`src/rtl/flseq_pkg.sv`:
```
package flseq_pkg;
  localparam int REG_W   = 32;
  localparam int CMD_LSB = 3;
  localparam int CMD_N   = 6;

  localparam int RA_CTRL = 0;
  localparam int RA_TIM0 = 1;
  localparam int RA_TIM1 = 2;
  localparam int RA_TIM2 = 3;
  localparam int RA_ADDR = 4;
  localparam int RA_STAT = 5;

  // op value + CMD_LSB is the control bit of the command
  typedef enum logic [2:0] {
    OP_MASS = 3'd0, OP_PAGE = 3'd1, OP_PROG = 3'd2,
    OP_REF  = 3'd3, OP_TRIM = 3'd4, OP_AUTO = 3'd5
  } op_e;

  typedef enum logic [1:0] {PH_IDLE, PH_SETUP, PH_MAIN, PH_RECOV} phase_e;

  typedef struct packed {
    logic   busy;
    logic   ldCnt;
    phase_e ldPhase;
    op_e    op;
  } seqCtl_t;
endpackage

```
`src/rtl/flseq_dpath.sv`:
```
module flseq_dpath
  import flseq_pkg::*;
#(
  parameter int ADDR_W    = 3,
  parameter int FADDR_W   = 24,
  parameter int PAGE_BITS = 12,
  parameter int CNT_W     = 24
) (
  input  logic                         clk,
  input  logic                         rstN,
  input  logic                         wrEn,
  input  logic [ADDR_W-1:0]            wrAddr,
  input  logic [REG_W-1:0]             wrData,
  input  logic [ADDR_W-1:0]            rdAddr,
  output logic [REG_W-1:0]             rdData,
  input  logic                         discharged,
  input  logic                         brownOut,
  input  seqCtl_t                      ctl,
  output logic                         cmdReq,
  output op_e                          cmdOp,
  output logic                         cntDone,
  output logic [FADDR_W-PAGE_BITS-1:0] pageIdx,
  output logic [FADDR_W-1:0]           progAddr,
  output logic [5:0]                   readWait
);
  logic              sleepQ;
  logic [5:0]        waitQ;
  logic [15:0]       holdQ;
  logic [23:0]       eraseQ;
  logic [15:0]       progQ;
  logic [7:0]        u100Q;
  logic [3:0]        u10Q;
  logic [FADDR_W-1:0] addrQ;
  logic [CNT_W-1:0]  cnt;
  logic [CNT_W-1:0]  rawVal;
  logic [CNT_W-1:0]  ldVal;
  logic [CMD_N-1:0]  cmdBits;

  function automatic logic hit(input logic [ADDR_W-1:0] a, input int idx);
    return a == ADDR_W'(idx);
  endfunction

  always_ff @(posedge clk or negedge rstN) begin
    if (!rstN) begin
      sleepQ <= 1'b0;
      waitQ  <= '0;
      holdQ  <= '0;
      eraseQ <= '0;
      progQ  <= '0;
      u100Q  <= '0;
      u10Q   <= '0;
      addrQ  <= '0;
    end else if (wrEn) begin
      if (hit(wrAddr, RA_CTRL)) sleepQ <= wrData[0];
      if (hit(wrAddr, RA_TIM0)) begin
        waitQ <= wrData[5:0];
        holdQ <= wrData[31:16];
      end
      if (hit(wrAddr, RA_TIM1)) eraseQ <= wrData[23:0];
      if (hit(wrAddr, RA_TIM2)) begin
        progQ <= wrData[15:0];
        u100Q <= wrData[23:16];
        u10Q  <= wrData[27:24];
      end
      if (hit(wrAddr, RA_ADDR)) addrQ <= wrData[FADDR_W-1:0];
    end
  end

  // lowest-numbered command bit wins: scan downwards, last match sticks
  always_comb begin
    cmdBits = wrData[CMD_LSB +: CMD_N];
    cmdOp   = OP_MASS;
    for (int i = CMD_N - 1; i >= 0; i--) begin
      if (cmdBits[i]) cmdOp = op_e'(3'(i));
    end
    cmdReq = wrEn && hit(wrAddr, RA_CTRL) && (|cmdBits) && !ctl.busy;
  end

  always_comb begin
    rawVal = '0;
    case (ctl.ldPhase)
      PH_SETUP: rawVal = CNT_W'(u10Q);
      PH_MAIN: begin
        case (ctl.op)
          OP_PROG, OP_AUTO: rawVal = CNT_W'(progQ);
          OP_TRIM:          rawVal = CNT_W'(u100Q);
          default:          rawVal = CNT_W'(eraseQ);
        endcase
      end
      PH_RECOV: rawVal = CNT_W'(holdQ);
      default:  rawVal = '0;
    endcase
    ldVal = (rawVal == '0) ? CNT_W'(1) : rawVal;
  end

  always_ff @(posedge clk or negedge rstN) begin
    if (!rstN)             cnt <= '0;
    else if (ctl.ldCnt)    cnt <= ldVal;
    else if (cnt != '0)    cnt <= cnt - CNT_W'(1);
  end

  assign cntDone = (cnt == CNT_W'(1));

  always_comb begin
    rdData = '0;
    case (int'(rdAddr))
      RA_CTRL: begin
        rdData[0] = sleepQ;
        if (ctl.busy) rdData[CMD_LSB + int'(ctl.op)] = 1'b1;
      end
      RA_TIM0: rdData = {holdQ, 10'd0, waitQ};
      RA_TIM1: rdData = {8'd0, eraseQ};
      RA_TIM2: rdData = {4'd0, u10Q, u100Q, progQ};
      RA_ADDR: rdData = REG_W'(addrQ);
      RA_STAT: begin
        rdData[0] = ctl.busy;
        rdData[3] = discharged;
        rdData[4] = brownOut;
      end
      default: rdData = '0;
    endcase
  end

  assign pageIdx  = addrQ[FADDR_W-1:PAGE_BITS];
  assign progAddr = addrQ;
  assign readWait = waitQ;
endmodule

```
`src/rtl/flseq_ctrl.sv`:
```
module flseq_ctrl
  import flseq_pkg::*;
(
  input  logic    clk,
  input  logic    rstN,
  input  logic    cmdReq,
  input  op_e     cmdOp,
  input  logic    cntDone,
  output seqCtl_t ctl,
  output logic    done,
  output logic    massEn,
  output logic    pageEn,
  output logic    progEn,
  output logic    refEn,
  output logic    recovEn
);
  phase_e state, nextState;
  op_e    curOp;
  logic   inMain;

  always_comb begin
    nextState   = state;
    ctl.busy    = (state != PH_IDLE);
    ctl.op      = curOp;
    ctl.ldCnt   = 1'b0;
    ctl.ldPhase = PH_IDLE;
    case (state)
      PH_IDLE: if (cmdReq) begin
        nextState = PH_SETUP; ctl.ldCnt = 1'b1; ctl.ldPhase = PH_SETUP;
      end
      PH_SETUP: if (cntDone) begin
        nextState = PH_MAIN; ctl.ldCnt = 1'b1; ctl.ldPhase = PH_MAIN;
      end
      PH_MAIN: if (cntDone) begin
        nextState = PH_RECOV; ctl.ldCnt = 1'b1; ctl.ldPhase = PH_RECOV;
      end
      PH_RECOV: if (cntDone) nextState = PH_IDLE;
      default: nextState = PH_IDLE;
    endcase
  end

  always_ff @(posedge clk or negedge rstN) begin
    if (!rstN) begin
      state <= PH_IDLE;
      curOp <= OP_MASS;
      done  <= 1'b0;
    end else begin
      state <= nextState;
      if (state == PH_IDLE && cmdReq) curOp <= cmdOp;
      done <= (state == PH_RECOV) && cntDone;
    end
  end

  assign inMain  = (state == PH_MAIN);
  assign massEn  = inMain && curOp == OP_MASS;
  assign pageEn  = inMain && curOp == OP_PAGE;
  assign progEn  = inMain && (curOp == OP_PROG || curOp == OP_AUTO);
  assign refEn   = inMain && curOp == OP_REF;
  assign recovEn = (state == PH_RECOV);
endmodule

```
`src/rtl/flseq_top.sv`:
```
module flseq_top
  import flseq_pkg::*;
#(
  parameter int ADDR_W    = 3,
  parameter int FADDR_W   = 24,
  parameter int PAGE_BITS = 12,
  parameter int CNT_W     = 24
) (
  input  logic                         clk,
  input  logic                         rstN,
  input  logic                         wrEn,
  input  logic [ADDR_W-1:0]            wrAddr,
  input  logic [31:0]                  wrData,
  input  logic [ADDR_W-1:0]            rdAddr,
  output logic [31:0]                  rdData,
  input  logic                         discharged,
  input  logic                         brownOut,
  output logic                         busy,
  output logic                         done,
  output logic                         massEn,
  output logic                         pageEn,
  output logic                         progEn,
  output logic                         refEn,
  output logic                         recovEn,
  output logic [FADDR_W-PAGE_BITS-1:0] pageIdx,
  output logic [FADDR_W-1:0]           progAddr,
  output logic [5:0]                   readWait
);
  seqCtl_t ctl;
  logic    cmdReq;
  op_e     cmdOp;
  logic    cntDone;

  flseq_dpath #(
    .ADDR_W(ADDR_W), .FADDR_W(FADDR_W), .PAGE_BITS(PAGE_BITS), .CNT_W(CNT_W)
  ) u_dpath (
    .clk(clk), .rstN(rstN), .wrEn(wrEn), .wrAddr(wrAddr), .wrData(wrData),
    .rdAddr(rdAddr), .rdData(rdData), .discharged(discharged), .brownOut(brownOut),
    .ctl(ctl), .cmdReq(cmdReq), .cmdOp(cmdOp), .cntDone(cntDone),
    .pageIdx(pageIdx), .progAddr(progAddr), .readWait(readWait)
  );

  flseq_ctrl u_ctrl (
    .clk(clk), .rstN(rstN), .cmdReq(cmdReq), .cmdOp(cmdOp), .cntDone(cntDone),
    .ctl(ctl), .done(done), .massEn(massEn), .pageEn(pageEn), .progEn(progEn),
    .refEn(refEn), .recovEn(recovEn)
  );

  assign busy = ctl.busy;
endmodule

```
`config.mk`:
```
export PLATFORM = sky130hd
export DESIGN_NAME = flseq_top
export DESIGN_NICKNAME = d
export VERILOG_FILES = /design/src/rtl/flseq_pkg.sv /design/src/rtl/flseq_dpath.sv /design/src/rtl/flseq_ctrl.sv /design/src/rtl/flseq_top.sv
export SDC_FILE = /design/constraint.sdc
export NUM_CORES = 1
export LEC_CHECK = 0
export BUFFER_PORTS_ARGS = -buffer_cell sky130_fd_sc_hd__buf_2
export CORE_MARGIN = 3
export CORE_UTILIZATION = 35
export CTS_CLUSTER_SIZE = 24
export DETAILED_ROUTE_END_ITERATION = 7
export RECOVER_POWER = 50
export SETUP_SLACK_MARGIN = 0.3
export SYNTH_ARGS = -nofsm -noshare
export SYNTH_HDL_FRONTEND = slang
export SYNTH_SLANG_ARGS = --single-unit
export TNS_END_PERCENT = 1
```
`constraint.sdc`:
```
create_clock -name clk -period 2.04 [get_ports clk]
set_input_delay 0.102 -clock clk [delete_from_list [all_inputs] [get_ports clk]]
set_output_delay 0.102 -clock clk [all_outputs]
set_load 0.05 [all_outputs]
```
## Yosys cells after proc, flatten, opt, wreduce, memory -nomap -nowiden

Cells that the tools add are included.

| cells by class | value |
|---|---|
| eq/ne operators | 25 |
| add/sub/neg operators | 2 |
| bitwise logic cells | 1 |
| muxes and demuxes | 27 |
| magnitude comparators | 2 |
| reduce and logical (&&, ||, !) cells | 28 |

Operators with widths:

| operator | number |
|---|---|
| $pmux W27 S5 | 1 |
| $mux W24 | 3 |
| $pmux W24 S3 | 1 |
| $pmux W24 S2 | 1 |
| $ge A32 B1 Y1 const B | 1 |
| $lt A32 B7 Y1 const B | 1 |
| $mux W32 | 1 |
| $or A1 B32 Y32 | 1 |
| $mux W3 | 9 |
| $eq A24 B1 Y1 const B | 1 |
| $logic_not A24 Y1 | 1 |
| $reduce_bool A24 Y1 | 1 |
| $sub A24 B1 Y24 const B | 1 |
| $eq A3 B2 Y1 const B | 6 |
| $eq A3 B3 Y1 const B | 5 |
| $pmux W2 S6 | 1 |
| $logic_and A1 B1 Y1 | 10 |
| $pmux W2 S5 | 1 |
| $reduce_and A2 Y1 | 5 |
| $eq A3 B1 Y1 const B | 3 |
| $logic_not A3 Y1 | 3 |
| $pmux W3 S3 | 1 |
| $eq A2 B2 Y1 const B | 4 |
| $mux W2 | 4 |
| 14 further kinds | 19 |

| word-level totals | value |
|---|---|
| output and inout bits | 81 |
| input bits | 43 |
| bits in registers | 129 |

## Logic depth before layout (Yosys ltp)

Gate-level depths: netlist (run 1).

| depth | value |
|---|---|
| depth after elaboration | 11 |
| mapped depth | 11 |
| mapped depth without buffers | 9 |

## Hierarchy

From an unflattened synthesis (run 1), not the netlist that was laid out.

| second synthesis, totals | value |
|---|---|
| cells, all modules | 677 |
| area, all modules | 7,325.8 sq um |

Modules (own cells, without submodules):

| module | area an instance (sq um) | times used | cells each | sequential area each (sq um) |
|---|---|---|---|---|
| flseq_dpath | 6,927.9 | 1 | 640 | 3,078.0 |
| flseq_ctrl | 397.9 | 1 | 37 | 150.1 |

## Worst setup path after synthesis (run 1)

No wires, ideal clock.

| timing | value |
|---|---|
| kind | in2out |
| start point | input rdAddr[0] |
| end point | output rdData[16] |
| path slack | -0.303 ns |
| data arrival time | 2.241 ns |
| buffers on the path | 3 |
| required time | 1.938 ns |
| stages | 5 |
| path through | clkbuf_1 -> clkbuf_1 -> buf_1 -> a22oi_1 -> o21ai_0 |

| on the way | value |
|---|---|
| longest elaborated chain between the ends | 2 |
| elaborated cells on any way between the ends | 6 |
| those cells by class | 4 x eq/ne; 1 x mux; 1 x reduce/logical |

RTL lines:

| what | RTL line | source |
|---|---|---|
| start: declaration | flseq_top.sv:14 | `input logic [ADDR_W-1:0] rdAddr,` |
| $eq A3 B3 Y1 (tied with other cells) | flseq_dpath.sv:106 | `case (int'(rdAddr))` |
| $pmux W27 S5 * | flseq_dpath.sv:106 |  |
| end: declaration | flseq_top.sv:15 | `output logic [31:0] rdData,` |

Mark *: on every way between the ends. The rest lies on a longest branch, timed or not.

## Worst setup path in the final report (run 1)

| timing | value |
|---|---|
| start point | register u_dpath.cnt[10] |
| end point | register u_dpath.cnt[19] |

| on the way | value |
|---|---|
| longest elaborated chain between the ends | 8 |
| elaborated cells on any way between the ends | 15 |
| those cells by class | 1 x add/sub; 4 x eq/ne; 7 x mux; 3 x reduce/logical |

RTL lines:

| what | RTL line | source |
|---|---|---|
| start: declaration | flseq_dpath.sv:34 | `logic [CNT_W-1:0] cnt;` |
| start signal: assignment | flseq_dpath.sv:98 | `else if (ctl.ldCnt) cnt <= ldVal;` |
| start signal: assignment | flseq_dpath.sv:99 | `else if (cnt != '0) cnt <= cnt - CNT_W'(1);` |
| $eq A24 B1 Y1 | flseq_dpath.sv:102 | `assign cntDone = (cnt == CNT_W'(1));` |
| $mux W3 (on tied branches) | flseq_ctrl.sv:34, flseq_ctrl.sv:31 |  |
| $pmux W3 S3 | flseq_ctrl.sv:27 | `case (state)` |
| $eq A2 B2 Y1 or $eq A2 B1 Y1 (tied branches) | flseq_dpath.sv:81 | `case (ctl.ldPhase)` |
| $pmux W24 S3 | flseq_dpath.sv:81 |  |
| $logic_not A24 Y1 | flseq_dpath.sv:93 | `ldVal = (rawVal == '0) ? CNT_W'(1) : rawVal;` |
| $mux W24 | flseq_dpath.sv:93 |  |
| $mux W24 | flseq_dpath.sv:98 |  |

Parallel ways exist; a longest one is shown, timed or not. The select of a mux whose other input is x is not followed.
A chain may end at the register's enable or synchronous reset.

==> metrics.csv, run 1 <==
metric;value;unit
vias in the first global route;7062;
fraction of registers with async set/reset;100.0;%
routed via count;7114;
share of the synthesized area in the top cell type;42.66;%
worst relative slew slack;-12.75;%
largest net degree at the start of global routing;52;
CTS sink count;129;
Area growth syn-to-layout;43.25;%
Worst Clk Skew;0.006814;ns
Worst Hold Class;primary input to flip-flop;
Core Util, Final;51.25;%
total number of yosys warnings;0;
violated checks;capacitance limit, slew limit, setup timing;
vias per cell;5.451;
Reg clk slew, reported paths;0.06;ns
TNS Setup;-5.386;ns
CTS tree;built;
DRT Pass-1 Iters;6;
WP data required;2.35;ns
final WL;25830;µm
dpl ws;-0.2908;ns
Yosys top cell by area;dfrtp_1;
starting density of the core;35.77;%
die footprint;23420;µm²
Slew @ Worst Pin;1.691;ns
Chip Height;153.0;µm
leak pwr;4.836;nW
RSZ-0062 raised after global routing;yes;
DRT iter0 DRCs;515;
Seq/Total Area, Yosys;42.66;%
Final Hold Fails;0;
Final WS setup;-0.2421;ns
share of cells above drive strength 1;47.86;%
Crit Path Max Fanout;9;
minimum clock period;2.282;ns
RePlAce Congestion;0.9170;
power density over the cells;1255;nW/µm²
DP Wirelength;18910;µm
mapped cell area;7567;µm²
Post-Syn Area per Cell;10.16;µm²
Mapped Nets;795;
worst-skew pair later-pin latency;0.42;ns
row count;53;
Seq cells post-synth;129;
core outline area;21150;µm²
crit path DAT;2.60;ns
Finished Cell Area;10840;µm²
crit end category;flip-flop;
crit share post-route;111.9;%
# Max-Cap Violations;1;
Peak supply drop;0.7107;mV
CTS Buffer Depth;2;
Final Max Tran Viols;27;
# diodes;0;
H-tree levels;4;
initial antenna violation count;0;
GRT Total Usage;21.70;%
drc violations;0;
critical path launch point type;flip-flop;
first-pass GRT wire length;40100;µm
count of input and output buffers;123;
Num CTS Buffers;17;
Fin Hold WS;0.04392;ns
root buf cell;clkbuf_16;
Pwr Total;13.60;mW
layout net count;1067;
final setup fails;34;
Placed Cells;1237;
outcome;finished with violations;
Routed Antenna Nets;0;
fmax;438.2;MHz
number of synthesized flops with an enable pin;0;
chip width;153.0;µm
Synth cell types;66;
GRT Residual Overflow;0;
type of the worst setup path;flip-flop to flip-flop;
Mapped Cells;745;
Area after DPL;9525;µm²
io pins;124;
Layout Cells excl Fill;1305;
top_reg_cell synth;dfrtp_1;
Synth area leaders;dfrtp_1 (43%), mux2_2 (16%), nor2_1 (3.6%);
drt wl/cell;19.79;µm
## power breakdown
group          switching, mW  internal [mW]  total [mW]
Combinational           3.67           2.90        6.57
Clock                   1.21           1.85        3.06
Sequential             0.724           3.25        3.97
Total                   5.60           8.00        13.6
## cell families after synthesis
kind of cell / share of synthesized area [%]
AND/OR/NAND/NOR: 15.23
adder cells (fa/ha/maj): 1.157
buffers and inverters: 4.216
multiplexers: 19.01
flip-flops: 42.66
AO/OA/AOI/OAI: 15.29
XOR/XNOR: 2.431
## synthesized netlist by cell type (10+ instances only)
cell and n:
a21oi_1 26, a221oi_1 18, a22oi_1 13, buf_4 12, clkbuf_1 36, dfrtp_1 129
inv_1 10, mux2_2 110, mux2i_1 20, nand2_1 55, nor2_1 73, nor2b_1 10
nor3_1 17, o21ai_0 33, xor2_1 14
## final cells by class
class	instances	area (µm²)
repair buffers	312	2290
clock inverters	9	96.34
inverters	10	41.29
clock buffers	23	498.0
fillers	1911	10310
flip-flops and latches	129	3231
multi-input cells	547	4340
well taps	275	344.1
## worst paths after layout
check	startpoint	end	slack (ns)	cells after the start
worst max-delay path	u_dpath.cnt[10]	u_dpath.cnt[19]	-0.24	8
worst min-delay path	wrData[3]	u_ctrl.curOp[0]	0.04	3
worst max register to register	u_dpath.cnt[10]	u_dpath.cnt[19]	-0.24	8
worst min register to register	u_dpath.sleepQ	u_dpath.sleepQ	0.51	1
max in group asynchronous	rstN	u_dpath.progQ[0]	0.17	3
min in group asynchronous	rstN	u_dpath.u10Q[2]	0.66	2
## cells in the final DEF, fill, tap and decap left out, types with 7 or more instances in the layout
| cell type | instances |
|---|---|
| a22o_1 | 8 |
| inv_1 | 7 |
| nor2_2 | 10 |
| mux2_2 | 108 |
| nand2b_1 | 8 |
| clkbuf_16 | 17 |
| mux2i_1 | 20 |
| a21oi_2 | 7 |
| nor2b_1 | 8 |
| buf_6 | 20 |
| o21ai_0 | 22 |
| nor3b_1 | 7 |
| buf_2 | 104 |
| xnor2_1 | 7 |
| nand4_1 | 7 |
| a21oi_1 | 20 |
| a221oi_1 | 15 |
| nor3_1 | 13 |
| xor2_1 | 14 |
| nor2_1 | 63 |
| dlygate4sd3_1 | 31 |
| nand2_1 | 51 |
| dfrtp_1 | 127 |
| o21ai_1 | 11 |
| a22oi_1 | 11 |
| nand3_1 | 7 |
| buf_4 | 143 |
## critical path: stages, from the launching register on
cell	delay, ns
dfrtp_1	0.37
or4_4	0.57
or3_4	0.37
nor3b_4	0.20
nand3_2	0.13
nor2_2	0.18
buf_6	0.15
buf_8	0.14
nor2_1	0.06
## registers in the layout (all words and copies together), names as in the netlist
| name | cells |
|---|---|
| u_ctrl.curOp | 3 |
| u_ctrl.done | 1 |
| u_ctrl.state | 2 |
| u_dpath.cnt | 24 |
| u_dpath.eraseQ | 24 |
| u_dpath.holdQ | 16 |
| u_dpath.progAddr | 24 |
| u_dpath.progQ | 16 |
| u_dpath.readWait | 6 |
| u_dpath.sleepQ | 1 |
| u_dpath.u100Q | 8 |
| u_dpath.u10Q | 4 |
## per-layer routing
| layer | part of all wire [%] | wire length [µm] | GRT usage, % |
|---|---|---|---|
| met1 | 45 | 11740 | 29.61 |
| met2 | 47 | 12150 | 34.77 |
| met3 | 4.7 | 1216 | 3.398 |
| met4 | 2.8 | 726 | 8.443 |
| met5 | 0 | 0 | 0 |
## what timing repair did
action,4_1_cts,5_1_grt
endpoints found under the setup margin,49,54
setup buffers,1,4
hold endpoints to repair,217,0
pin swaps,13,17
gates cloned,0,0
hold buffers,31,0
resized for setup,67,41
Note: power is estimated with default switching activity, not from simulation.
==> run 2, diff against run 1 <==
- CORE_UTILIZATION: 35 -> 40
==> run 2 against run 1 <==
The run ends with setup timing left. Routed wire length is 3.6% lower. Worst hold slack got worse by 0.012 ns. Non-clock buffer count shrank 3. Sequential share of layout area up 0.38 points. Final cell count shrank 3.8%. Register-to-register slack improved by 0.07 ns. Global-route usage increased by 3.0 points. Sequential power hardly changed. First-iteration DRC count up 7.6%. Largest cell class unchanged.
==> metrics.csv, run 2 (synthesis gave the netlist of run 1 again) <==
metric;value;unit;change
outcome;finished with violations;;unchanged
violated checks;setup timing;;was capacitance limit, slew limit, setup timing
Reg clk slew, reported paths;0.06;ns;about the same
worst r2r src;u_dpath.cnt[8];;was u_dpath.cnt[10]
vias per cell;5.584;;was 5.451
dpl ws;-0.2640;ns;was -0.2908 ns
R2R setup slack;-0.17;ns;was -0.24 ns
DP Wirelength;18470;µm;was 18910 µm
RePlAce Congestion;0.9153;;was 0.9170
min-delay src;wrData[3];;unchanged
# diodes;0;;unchanged
layout net count;1064;;was 1067
Comb power frac;47.3;%;was 48.3%
Pint;7.984;mW;was 7.999 mW
final setup fails;34;;unchanged
Final Hold Fails;0;;unchanged
worst reg-to-reg path cell count;8;;unchanged
Final Max Tran Viols;0;;was 27
Worst Hold Class;primary input to flip-flop;;unchanged
leak pwr;4.830;nW;was 4.836 nW
minimum clock period;2.264;ns;was 2.282 ns
Final WS setup;-0.2239;ns;was -0.2421 ns
H-tree levels;4;;unchanged
Peak supply drop;0.8206;mV;was 0.7107 mV
first-pass GRT wire length;39080;µm;was 40100 µm
vias in the first global route;6861;;was 7062
count of input and output buffers;123;;unchanged
initial antenna violation count;0;;unchanged
CTS Buffer Depth;2;;unchanged
Area growth syn-to-layout;41.45;%;was 43.25%
core outline area;18270;µm²;was 21150 µm²
chip width;143.5;µm;was 153.0 µm
CTS sink count;129;;unchanged
Hold Path Cell Cnt;3;;unchanged
Slew @ Worst Pin;1.073;ns;was 1.691 ns
type of the worst setup path;flip-flop to output pin;;was flip-flop to flip-flop
drc violations;0;;unchanged
die footprint;20610;µm²;was 23420 µm²
row count;49;;was 53
Hold Path Sink;u_ctrl.curOp[1];;was u_ctrl.curOp[0]
Layout Cells excl Fill;1256;;was 1305
largest net degree at the start of global routing;52;;unchanged
worst relative slew slack;28.49;%;was -12.75%
io pins;124;;unchanged
reg2reg end;u_dpath.cnt[18];;was u_dpath.cnt[19]
routed via count;7013;;was 7114
most common cell after layout, fill and taps aside;buf_4;;unchanged
Crit Path Max Fanout;3;;was 9
power density over the cells;1263;nW/µm²;was 1255 nW/µm²
Seq pwr share;29.3;%;was 29.2%
total net switching power;5.538;mW;was 5.602 mW
DRT iter0 DRCs;554;;was 515
Placed Cells;1185;;was 1237
Worst Clk Skew;0.009743;ns;was 0.006814 ns
Chip Height;143.5;µm;was 153.0 µm
CTS tree;built;;unchanged
Sw Ratio;40.95;%;was 41.19%
worst-skew pair later-pin latency;0.43;ns;was 0.42 ns
share of cells above drive strength 1;46.93;%;was 47.86%
fmax;441.7;MHz;was 438.2 MHz
Clock Power Share;23.4;%;was 22.5%
crit path DAT;2.16;ns;was 2.60 ns
crit share post-route;111.0;%;was 111.9%
final WL;24910;µm;was 25830 µm
DRT Pass-1 Iters;5;;was 6
critical path launch point type;flip-flop;;unchanged
GRT Total Usage;24.68;%;was 21.70%
crit end category;output pin;;was flip-flop
GRT Residual Overflow;0;;unchanged
# Max-Cap Violations;0;;was 1
starting density of the core;41.42;%;was 35.77%
most frequent cells in the layout;buf_4 (136), dfrtp_1 (127), mux2_2 (109);;was buf_4 (143), dfrtp_1 (127), mux2_2 (108)
root buf cell;clkbuf_16;;unchanged
drt wl/cell;19.83;µm;was 19.79 µm
WP data required;1.94;ns;was 2.35 ns
Num CTS Buffers;17;;unchanged
Routed Antenna Nets;0;;unchanged
RSZ-0062 raised after global routing;yes;;unchanged
==> run 2: cell count changes in the layout (fill, tap and decap cells not counted), sizes merged <==
cell	delta
buf	-5
inv	+5
clkbuf	-2
clkinvlp	-2
bufinv	+1
clkinv	+1
dlygate4sd3	-1
==> run 2: repair_timing <==
| action | 4_1_cts | 5_1_grt |
|---|---|---|
| endpoints found under the hold margin | 165 | 0 |
| gates resized for setup | 65 | 34 |
| pin swaps | 20 | 13 |
| endpoints found under the setup margin | 51 | 59 |
| hold buffers | 30 | 0 |
| setup buffers | 6 | 3 |
==> run 2: critical path: stages, from the launching register on <==
cell	delay, ns
dfrtp_1	0.37
inv_2	0.06
ha_4	0.16
buf_6	0.12
nor4_4	0.28
buf_4	0.18
and2_4	0.16
nand3_2	0.07
o211ai_1	0.10
buf_4	0.23
==> run 2: worst max path at each step <==
stage                     from              end  slack (ns)  cells past startpoint
6_report       u_ctrl.state[0]        rdData[6]       -0.22                      9
5_1_grt        u_ctrl.state[0]        rdData[6]       -0.31                      9
4_1_cts         u_dpath.cnt[8]  u_dpath.cnt[18]       -0.20                      8
3_5_place_dp   u_dpath.cnt[10]  u_dpath.cnt[18]       -0.26                      8
3_3_place_gp   u_dpath.cnt[10]  u_dpath.cnt[19]       -0.24                      8
2_1_floorplan  u_ctrl.state[0]   u_dpath.cnt[0]       -0.20                     10
==> run 2: area by class of cell <==
cell class	instances	area (µm²)
well taps	229	286.5
clock inverters	14	165.2
multi-input cells	547	4269
repair buffers	309	2272
clock buffers	18	439.2
inverters	10	41.29
fillers	1605	7566
flip-flops and latches	129	3231
==> run 2: per-stage QoR <==
| stage | hold slack [ns] | TNS (ns) | instance area, µm² | total power, mW | util (%) |
|---|---|---|---|---|---|
| finish | 0.03184 | -4.807 | 10700 | 13.52 | 58.59 |
| global route | 0.03395 | -9.679 | 10700 | 14.23 | 58.59 |
| CTS | 0.01468 | -5.214 | 10610 | 13.36 | 58.09 |
| detailed placement | 0.04771 | -6.269 | 9420 | 9.812 | 51.56 |
| global placement | 0.04861 | -5.836 | 9420 | 9.774 | 51.56 |
| floorplan | -0.1936 | -4.156 | 7607 | 7.494 | - |
==> run 2: power by group through the flow <==
| stage | Clock, mW | Combinational [mW] | Sequential, mW |
|---|---|---|---|
| 2_1_floorplan | 0 | 3.23 | 4.26 |
| 3_3_place_gp | 0 | 5.83 | 3.94 |
| 3_5_place_dp | 0 | 5.85 | 3.96 |
| 4_1_cts | 3.20 | 6.23 | 3.93 |
| 5_1_grt | 3.34 | 6.84 | 4.05 |
| 6_report | 3.16 | 6.40 | 3.96 |
==> run 2: per-layer routing <==
| layer | share of wire (%) | track usage (%) | wire (µm) | vias up |
|---|---|---|---|---|
| met1 | 45 | 34.61 | 11240 | 3501 |
| met4 | 1.2 | 5.550 | 309 | 0 |
| met2 | 48 | 40.54 | 11970 | 212 |
| li1 | - | - | - | 3274 |
| met3 | 5.6 | 3.827 | 1391 | 26 |
| met5 | 0 | 0 | 0 | - |
